<file path="src/rtl/dlas_pkg.sv">
package dlas_pkg;

    localparam int LANE_W   = 16;
    localparam int LANES    = 2;
    localparam int SEL_W    = 8;

    localparam logic [SEL_W-1:0] SEL_SUB  = 8'hF7;
    localparam logic [SEL_W-1:0] SEL_ADD  = 8'hF1;
    localparam logic [SEL_W-1:0] SEL_XASB = 8'hF5;

    // XADD_SUB: low lane adds, high lane subtracts (crossed halves)
    // XSUB_ADD: low lane subtracts, high lane adds (crossed halves)
    typedef enum logic [1:0] {
        OP_ADD      = 2'd0,
        OP_SUB      = 2'd1,
        OP_XADD_SUB = 2'd2,
        OP_XSUB_ADD = 2'd3
    } lane_op_e;

    function automatic lane_op_e decode_sel(input logic [SEL_W-1:0] sel);
        lane_op_e op;
        case (sel)
            SEL_SUB:  op = OP_SUB;
            SEL_ADD:  op = OP_ADD;
            SEL_XASB: op = OP_XADD_SUB;
            default:  op = OP_XSUB_ADD;
        endcase
        return op;
    endfunction

endpackage

</file>
<file path="src/rtl/dlas_route.sv">
module dlas_route
    import dlas_pkg::*;
#(
    parameter int W = LANE_W
) (
    input  lane_op_e                 op,
    input  logic [2*W-1:0]           a,
    input  logic [2*W-1:0]           b,
    output logic [LANES-1:0][W-1:0]  lx,
    output logic [LANES-1:0][W-1:0]  ly,
    output logic [LANES-1:0]         lsub
);
    logic [W-1:0] a_lo, a_hi, b_lo, b_hi;

    assign a_lo = a[W-1:0];
    assign a_hi = a[2*W-1:W];
    assign b_lo = b[W-1:0];
    assign b_hi = b[2*W-1:W];

    always_comb begin
        lx[0] = a_lo;
        lx[1] = a_hi;
        case (op)
            OP_ADD: begin
                ly[0] = b_lo; ly[1] = b_hi; lsub = 2'b00;
            end
            OP_SUB: begin
                ly[0] = b_lo; ly[1] = b_hi; lsub = 2'b11;
            end
            OP_XADD_SUB: begin
                ly[0] = b_hi; ly[1] = b_lo; lsub = 2'b10;
            end
            default: begin
                ly[0] = b_hi; ly[1] = b_lo; lsub = 2'b01;
            end
        endcase
    end
endmodule

</file>
<file path="src/rtl/dlas_lane.sv">
module dlas_lane #(
    parameter int W = 16
) (
    input  logic [W-1:0]   x,
    input  logic [W-1:0]   y,
    input  logic           sub,
    output logic [W:0]     wide
);
    logic signed [W:0] xe, ye;

    assign xe   = {x[W-1], x};
    assign ye   = {y[W-1], y};
    assign wide = sub ? (xe - ye) : (xe + ye);
endmodule

</file>
<file path="src/rtl/dual_lane_addsub.sv">
module dual_lane_addsub
    import dlas_pkg::*;
#(
    parameter int W        = LANE_W,
    parameter int INSTR_W  = 12,
    parameter int FLAG_LSB = 16
) (
    input  logic                clk,
    input  logic                rst,
    input  logic                in_valid,
    input  logic [INSTR_W-1:0]  instr,
    input  logic [2*W-1:0]      opnd_a,
    input  logic [2*W-1:0]      opnd_b,
    input  logic [2*W-1:0]      stat_in,
    output logic [2*W-1:0]      res_out,
    output logic [2*W-1:0]      stat_out,
    output logic                done
);
    localparam int WORD_W  = 2 * W;
    localparam int SEL_LSB = INSTR_W - SEL_W;

    lane_op_e                op;
    logic [LANES-1:0][W-1:0] lx, ly;
    logic [LANES-1:0]        lsub;
    logic [LANES-1:0][W:0]   wide;
    logic [WORD_W-1:0]       res_nxt, stat_nxt;

    assign op = decode_sel(instr[INSTR_W-1:SEL_LSB]);

    dlas_route #(.W(W)) u_route (
        .op   (op),
        .a    (opnd_a),
        .b    (opnd_b),
        .lx   (lx),
        .ly   (ly),
        .lsub (lsub)
    );

    for (genvar g = 0; g < LANES; g++) begin : g_lane
        dlas_lane #(.W(W)) u_lane (
            .x    (lx[g]),
            .y    (ly[g]),
            .sub  (lsub[g]),
            .wide (wide[g])
        );
        assign res_nxt[g*W +: W] = wide[g][W-1:0];
    end

    always_comb begin
        stat_nxt = stat_in;
        for (int i = 0; i < LANES; i++) begin
            stat_nxt[FLAG_LSB + 2*i +: 2] = {2{~wide[i][W]}};
        end
    end

    always_ff @(posedge clk) begin
        if (rst) begin
            res_out  <= '0;
            stat_out <= '0;
            done     <= 1'b0;
        end else begin
            done <= in_valid;
            if (in_valid) begin
                res_out  <= res_nxt;
                stat_out <= stat_nxt;
            end
        end
    end
endmodule

</file>
<file path="config.mk">
export PLATFORM = sky130hd
export DESIGN_NAME = dual_lane_addsub
export DESIGN_NICKNAME = d
export VERILOG_FILES = /design/src/rtl/dlas_pkg.sv /design/src/rtl/dlas_route.sv /design/src/rtl/dlas_lane.sv /design/src/rtl/dual_lane_addsub.sv
export SDC_FILE = /design/constraint.sdc
export NUM_CORES = 1
export LEC_CHECK = 0
export BUFFER_PORTS_ARGS = -buffer_cell sky130_fd_sc_hd__buf_2
export CAP_MARGIN = 30
export CORE_MARGIN = 3
export CORE_UTILIZATION = 43
export DETAILED_ROUTE_END_ITERATION = 7
export GPL_TIMING_DRIVEN = 0
export PLACE_DENSITY_LB_ADDON = 0.3
export SYNTH_ARGS = -nofsm -noshare
export SYNTH_HDL_FRONTEND = slang
export SYNTH_SLANG_ARGS = --single-unit
</file>
<file path="constraint.sdc">
create_clock -name clk -period 13.27 [get_ports clk]
set_clock_uncertainty 0.2 [all_clocks]
set_input_delay 1.327 -clock clk [delete_from_list [all_inputs] [get_ports clk]]
set_output_delay 1.327 -clock clk [all_outputs]
set_load 0.01 [all_outputs]
</file>
# Yosys cells after proc, flatten, opt, wreduce, memory -nomap -nowiden
# Index checks and enable logic that the tools add are counted.
classes:
  bitwise: 2
  eq_ne: 5
  n_mul: 0
  div: 0
  n_reduce_logical: 2
  n_addsub: 4
  magnitude_cmp: 0
  shift: 0
  n_mux: 5
ops:
  columns: ["operator", "n"]
  rows:
  - ["16-bit by 16-bit adder with 17-bit output", 2]
  - ["17-bit 2-to-1 mux", 2]
  - ["16-bit by 16-bit subtractor with 17-bit output", 2]
  - ["32-bit 2-to-1 mux", 1]
  - ["8-bit equality test (second input constant)", 3]
  - ["2-bit one-hot mux with 3 select lines", 2]
  - ["2-bit by 1-bit equality test with 1-bit output (second input constant)", 1]
  - ["2-bit equality test (second input constant)", 1]
  - ["2-bit zero test", 1]
  - ["1-bit NOT", 2]
  - ["2-bit OR reduction", 1]
word_totals:
  ram_bits: 0
  rom_bits: 0
  latchBits: 0
  out_inout_bits: 65
  reg_bits: 65
  elab_cells: 21
  mem_count: 0

# Depth between registers and ports, before layout
logic_depth:
  depth_word: 8
  mapped_depth: 23
  depth_no_buf: 19

# Hierarchy
# A second synthesis with hierarchy kept.
unflattened:
  hier_cells: 593
  hier_area_um2: 5316.3
modules_own_cells:
  columns: ["mod", "cells_per_inst", "seq_area_each_um2", "area_each_um2", "instances"]
  rows:
  - ["dual_lane_addsub", 208, 1261.2, 2294.7, 1]
  - ["dlas_lane", 156, 0.0, 1101.1, 2]
  - ["dlas_route", 73, 0.0, 819.5, 1]

# Worst setup path before layout
# No wires, ideal clock.
synth_timing:
  kind: "input -> register"
  start: "input port instr[6]"
  end: "register res_out[30]"
  setup_ns: 0.122
  slack_ns: 7.922
  arrival_ns: 5.026
  stages: 21
  path_buffers: 4
  cell_sequence: "buf_6 -> xnor2_2 -> nand3_2 -> buf_6 -> buf_2 -> buf_2 -> mux2i_1 -> ha_1 -> nand3_1 -> nor4_1 -> a31oi_1 -> o21ai_0 -> xnor2_1 -> ha_1 -> and3_1 -> o21ai_0 -> or2_2 -> o221ai_1 -> a21oi_1 -> and4_1 -> a311o_1"
synth_via:
  elab_chain_cells: 7
synth_rtl:
  columns: ["element", "line_no", "rtl"]
  rows:
  - ["start: declaration", "dual_lane_addsub.sv:11", "input logic [INSTR_W-1:0] instr,"]
  - ["8-bit equality test", "dlas_pkg.sv:22", "case (sel)"]
  - ["2-bit one-hot mux with 3 select lines (*)", "dlas_pkg.sv:22", null]
  - ["2-bit by 1-bit equality test with 1-bit output or 2-bit zero test (tied branches)", "dlas_route.sv:23", "case (op)"]
  - ["2-bit OR reduction (no source line)", null, null]
  - ["32-bit 2-to-1 mux", "dlas_route.sv:23", null]
  - ["16-bit by 16-bit adder with 17-bit output or 16-bit by 16-bit subtractor with 17-bit output (tied branches)", "dlas_lane.sv:13", "assign wide = sub ? (xe - ye) : (xe + ye);"]
  - ["17-bit 2-to-1 mux (*)", "dlas_lane.sv:13", null]
  - ["end signal: assignment", "dual_lane_addsub.sv:64", "res_out <= res_nxt;"]
  - ["end: declaration", "dual_lane_addsub.sv:15", "output logic [2*W-1:0] res_out,"]
# Mark *: on every way between the ends. The rest lies on a longest branch, timed or not.
# A chain may end at the register's enable or synchronous reset.

# Worst setup path after layout
layout_timing:
  start: "input port instr[7]"
  end: "register res_out[30]"
# Same word-level chain as after synthesis.

==> metrics.txt <==
# TYPE chip_impl_metric gauge
chip_impl_metric{name="io_pins",unit=""} 176
chip_impl_metric{name="max_slew.worst_pin.slew",unit="ns"} 0.7083
chip_impl_info{name="synth_top_cell_by_area",value="sky130_fd_sc_hd__dfxtp_1"} 1
chip_impl_info{name="startpoint_type",value="primary input"} 1
chip_impl_metric{name="first_global_vias",unit=""} 5014
chip_impl_metric{name="synth-seq-cells",unit=""} 63
chip_impl_metric{name="die_h",unit="um"} 115.7
chip_impl_info{name="timing.critical_path.to_type",value="flop"} 1
chip_impl_info{name="synth_top_flop_cell",value="sky130_fd_sc_hd__dfxtp_1"} 1
chip_impl_metric{name="layout-area-overhead-vs-synth",unit="%"} 25.28
chip_impl_metric{name="postLayoutCellArea",unit="sq um"} 6480
chip_impl_metric{name="postCtsHoldBufs",unit=""} 0
chip_impl_metric{name="grt_pass1_wl",unit="um"} 25320
chip_impl_metric{name="worst_slack",unit="ns"} 7.168
chip_impl_metric{name="grt-ovfl-total",unit=""} 0
chip_impl_metric{name="clkSlewWorstSetupHoldPaths",unit="ns"} 0.05
chip_impl_metric{name="cap_violations",unit=""} 0
chip_impl_metric{name="final_cells",unit=""} 968
chip_impl_info{name="timing_worst_setup_path_type",value="primary input to flop"} 1
chip_impl_metric{name="count_of_flip_flops_with_a_built_in_enable_after_synthesis",unit=""} 0
chip_impl_metric{name="area_fraction_of_the_dominant_cell_type_after_synthesis",unit="%"} 24.38
chip_impl_info{name="cpMaxStageDelayCell",value="sky130_fd_sc_hd__buf_1"} 1
chip_impl_metric{name="rd_place_congestion",unit=""} 0.9165
chip_impl_metric{name="layout_cell_share_with_drive_strength_beyond_1",unit="%"} 23.88
chip_impl_info{name="cts_tree",value="yes"} 1
chip_impl_metric{name="crit_required",unit="ns"} 13.28
chip_impl_info{name="ys_top_cells_by_area",value="sky130_fd_sc_hd__dfxtp_1 (24%), sky130_fd_sc_hd__mux2i_1 (12%), sky130_fd_sc_hd__ha_1 (8.2%), sky130_fd_sc_hd__nor2_1 (6.4%), sky130_fd_sc_hd__xnor2_1 (5.4%)"} 1
chip_impl_metric{name="dp.cells",unit=""} 953
chip_impl_metric{name="portBuffers",unit=""} 163
chip_impl_metric{name="n_fill_cell",unit=""} 1097
chip_impl_info{name="ctsRootBufferMaster",value="sky130_fd_sc_hd__clkbuf_16"} 1
chip_impl_metric{name="tritoncts.num_buffers",unit=""} 9
chip_impl_metric{name="fp.dieArea",unit="sq um"} 13380
chip_impl_metric{name="drt_iter0_drc",unit=""} 361
chip_impl_metric{name="floorplan.initialDensity",unit="%"} 44.73
chip_impl_info{name="grt_setup_unrepaired",value="false"} 1
chip_impl_metric{name="clock_tree.htree_level_count",unit=""} 3
chip_impl_info{name="status",value="completed"} 1
chip_impl_info{name="synth.cells.most_frequent",value="sky130_fd_sc_hd__nor2_1 (88), sky130_fd_sc_hd__mux2i_1 (64), sky130_fd_sc_hd__dfxtp_1 (63)"} 1
chip_impl_metric{name="layout.nets",unit=""} 968
chip_impl_metric{name="grt_antenna_before_repair",unit=""} 0
chip_impl_metric{name="antennaDiodeCount",unit=""} 0
chip_impl_metric{name="clock_latency",unit="ns"} 0.32
chip_impl_metric{name="crit_arrival",unit="ns"} 6.12
chip_impl_metric{name="report.final.setup_viol",unit=""} 0
chip_impl_metric{name="multi_input_area",unit="sq um"} 3692
chip_impl_metric{name="ant_nets",unit=""} 0
chip_impl_metric{name="grtUsageTotal",unit="%"} 23.92
chip_impl_metric{name="synth_async_sr_flop_share",unit="%"} 0
chip_impl_info{name="yosys.cell_count.top_type",value="sky130_fd_sc_hd__nor2_1"} 1
chip_impl_metric{name="clock_sinks",unit=""} 63
chip_impl_metric{name="final-seq-area",unit="sq um"} 1261
chip_impl_metric{name="fin_worst_hold_slack",unit="ns"} 0.2570
chip_impl_metric{name="detail_route.first_pass.iterations",unit=""} 5
chip_impl_metric{name="p_leak",unit="nW"} 3.067
chip_impl_metric{name="drt_drc_violations_left",unit=""} 0
chip_impl_metric{name="peakVddDrop",unit="mV"} 0.07210
chip_impl_metric{name="grt_max_degree",unit=""} 11
chip_impl_info{name="min-delay-path-class",value="flop to flop"} 1
chip_impl_metric{name="min_period_over_period",unit="%"} 45.99
chip_impl_metric{name="cts.repair.resized",unit=""} 0
chip_impl_metric{name="synthDistinctLibCells",unit=""} 68
chip_impl_metric{name="finalMaxSlewViolations",unit=""} 0
chip_impl_metric{name="powerDensity",unit="nW/um^2"} 101.1
chip_impl_metric{name="fin_tns_setup",unit="ns"} 0
chip_impl_metric{name="die_width",unit="um"} 115.7
chip_impl_metric{name="vias_per_cell",unit=""} 5.656
chip_impl_metric{name="route.vias.total",unit=""} 5475
chip_impl_metric{name="slew_headroom",unit="%"} 52.78
chip_impl_metric{name="wirelength",unit="um"} 16190
chip_impl_metric{name="finalHoldViolations",unit=""} 0
chip_impl_metric{name="yosys_warnings",unit=""} 0
chip_impl_metric{name="placement.setup.worst_slack",unit="ns"} 6.941
chip_impl_info{name="cp_cell_sequence",value="buf_2, and4b_1, and3_1, clkbuf_1, buf_1, nand2_1, nand2_1, inv_1, ha_1, nand3_1, nor4_1, a31oi_1, o21ai_0, xnor2_1, ha_1, and3_1, o21ai_0, or2_2, o221ai_1, a21oi_1, and4_1, a311o_1"} 1
chip_impl_metric{name="synth_nets",unit=""} 794
chip_impl_metric{name="post_drt_wl_per_cell",unit="um"} 16.73
chip_impl_metric{name="achievable-frequency",unit="GHz"} 0.1639
chip_impl_metric{name="cts.repair_timing.setup_buffer_count",unit=""} 0
chip_impl_metric{name="cts.path.max_buffers",unit=""} 2
chip_impl_metric{name="detailedPlacementHpwl",unit="um"} 12930
chip_impl_metric{name="netlist_area",unit="sq um"} 5172
chip_impl_metric{name="timing.final.crit_period",unit="ns"} 6.102
chip_impl_metric{name="rows",unit=""} 39
chip_impl_metric{name="synth_seq_area_share",unit="%"} 24.38
chip_impl_metric{name="worst_path_maximum_fanout",unit=""} 10
chip_impl_metric{name="crit_path_max_incr_delay",unit="ns"} 0.48
chip_impl_metric{name="syn-mean-instance-area",unit="sq um"} 7.995
chip_impl_metric{name="place_area",unit="sq um"} 6167
chip_impl_metric{name="synthesis.instances",unit=""} 647
chip_impl_metric{name="core_region_area",unit="sq um"} 11560
-- final cells by class --
type                            instances  area share, %
Multi-Input combinational cell        533          56.98
Sequential cell                        63          19.46
Timing Repair Buffer                  163          12.59
Clock buffer                           11          3.746
Tap cell                              143          2.761
Buffer                                 33          2.336
Clock inverter                          4          1.081
Inverter                               18          1.043
-- registers in the layout, summed over array words and instances, names as in the netlist --
signal and flops:
done 1, res_out 32, stat_out 30
-- placed cells by master (no fill, tap or decap), types with 10 or more instances in the layout --
master / n
sky130_fd_sc_hd__mux2i_1: 64
sky130_fd_sc_hd__nand2_1: 45
sky130_fd_sc_hd__nor3_1: 22
sky130_fd_sc_hd__xor2_1: 14
sky130_fd_sc_hd__ha_1: 34
sky130_fd_sc_hd__nand3_1: 14
sky130_fd_sc_hd__clkbuf_1: 22
sky130_fd_sc_hd__nor2_1: 88
sky130_fd_sc_hd__o21ai_0: 33
sky130_fd_sc_hd__a31oi_1: 11
sky130_fd_sc_hd__o21a_1: 10
sky130_fd_sc_hd__dfxtp_1: 63
sky130_fd_sc_hd__buf_2: 167
sky130_fd_sc_hd__xnor2_1: 32
sky130_fd_sc_hd__a21oi_1: 30
sky130_fd_sc_hd__a211oi_1: 16
sky130_fd_sc_hd__a21o_1: 10
sky130_fd_sc_hd__inv_1: 18
-- kinds of logic after synthesis --
| logic type | Yosys count | share of synthesized area (%) |
|---|---|---|
| AND/OR/NAND/NOR | 233 | 21.75 |
| AO/OA/AOI/OAI | 150 | 19.28 |
| multiplexers | 67 | 13.26 |
| flip-flops | 63 | 24.38 |
| buffers and inverters | 51 | 4.233 |
| XOR/XNOR | 47 | 8.104 |
| adder cells (fa/ha/maj) | 36 | 8.999 |
-- metal layers --
layer / part of all wire [%] / wire length, um / GRT usage (%)
met1: 43 / 6965 / 31.01
met2: 46 / 7467 / 40.32
met3: 8.4 / 1366 / 3.969
met4: 2.4 / 391 / 8.430
met5: 0 / 0 / 0
-- critical path: cells and delay by family --
family          cells  cell delay, ns
compound gates      6            1.25
simple gates        9            1.71
buf+inv             4            0.99
xor+xnor            1            0.19
fa+ha+maj           2            0.66
-- worst paths after layout --
| path | startpoint | to | slack, ns | cells past startpoint |
|---|---|---|---|---|
| hold / removal | res_out[5]$_SDFFE_PP0P_ | res_out[5]$_SDFFE_PP0P_ | 0.26 | 2 |
| setup reg to reg | res_out[27]$_SDFFE_PP0P_ | res_out[27]$_SDFFE_PP0P_ | 12.25 | 3 |
| hold reg to reg | res_out[5]$_SDFFE_PP0P_ | res_out[5]$_SDFFE_PP0P_ | 0.26 | 2 |
| setup / recovery | instr[7] | res_out[30]$_SDFFE_PP0P_ | 7.17 | 22 |
-- per-stage QoR --
stage	total power [mW]	util, %
after detailed placement	0.4063	53.33
after global routing	0.6896	56.03
after CTS	0.6567	56.03
final	0.6549	56.03
after floorplan	0.3385	-
after global placement	0.4045	53.33
-- power by group --
group | internal [mW] | leakage (nW) | switching [mW] | total [mW]
clock | 0.168 | 0.155 | 0.0827 | 0.250
sequential | 0.206 | 0.521 | 0.00793 | 0.214
combinational | 0.0831 | 2.39 | 0.107 | 0.190
total | 0.457 | 3.07 | 0.198 | 0.655
No activity file was read; power rests on OpenSTA's default activity.
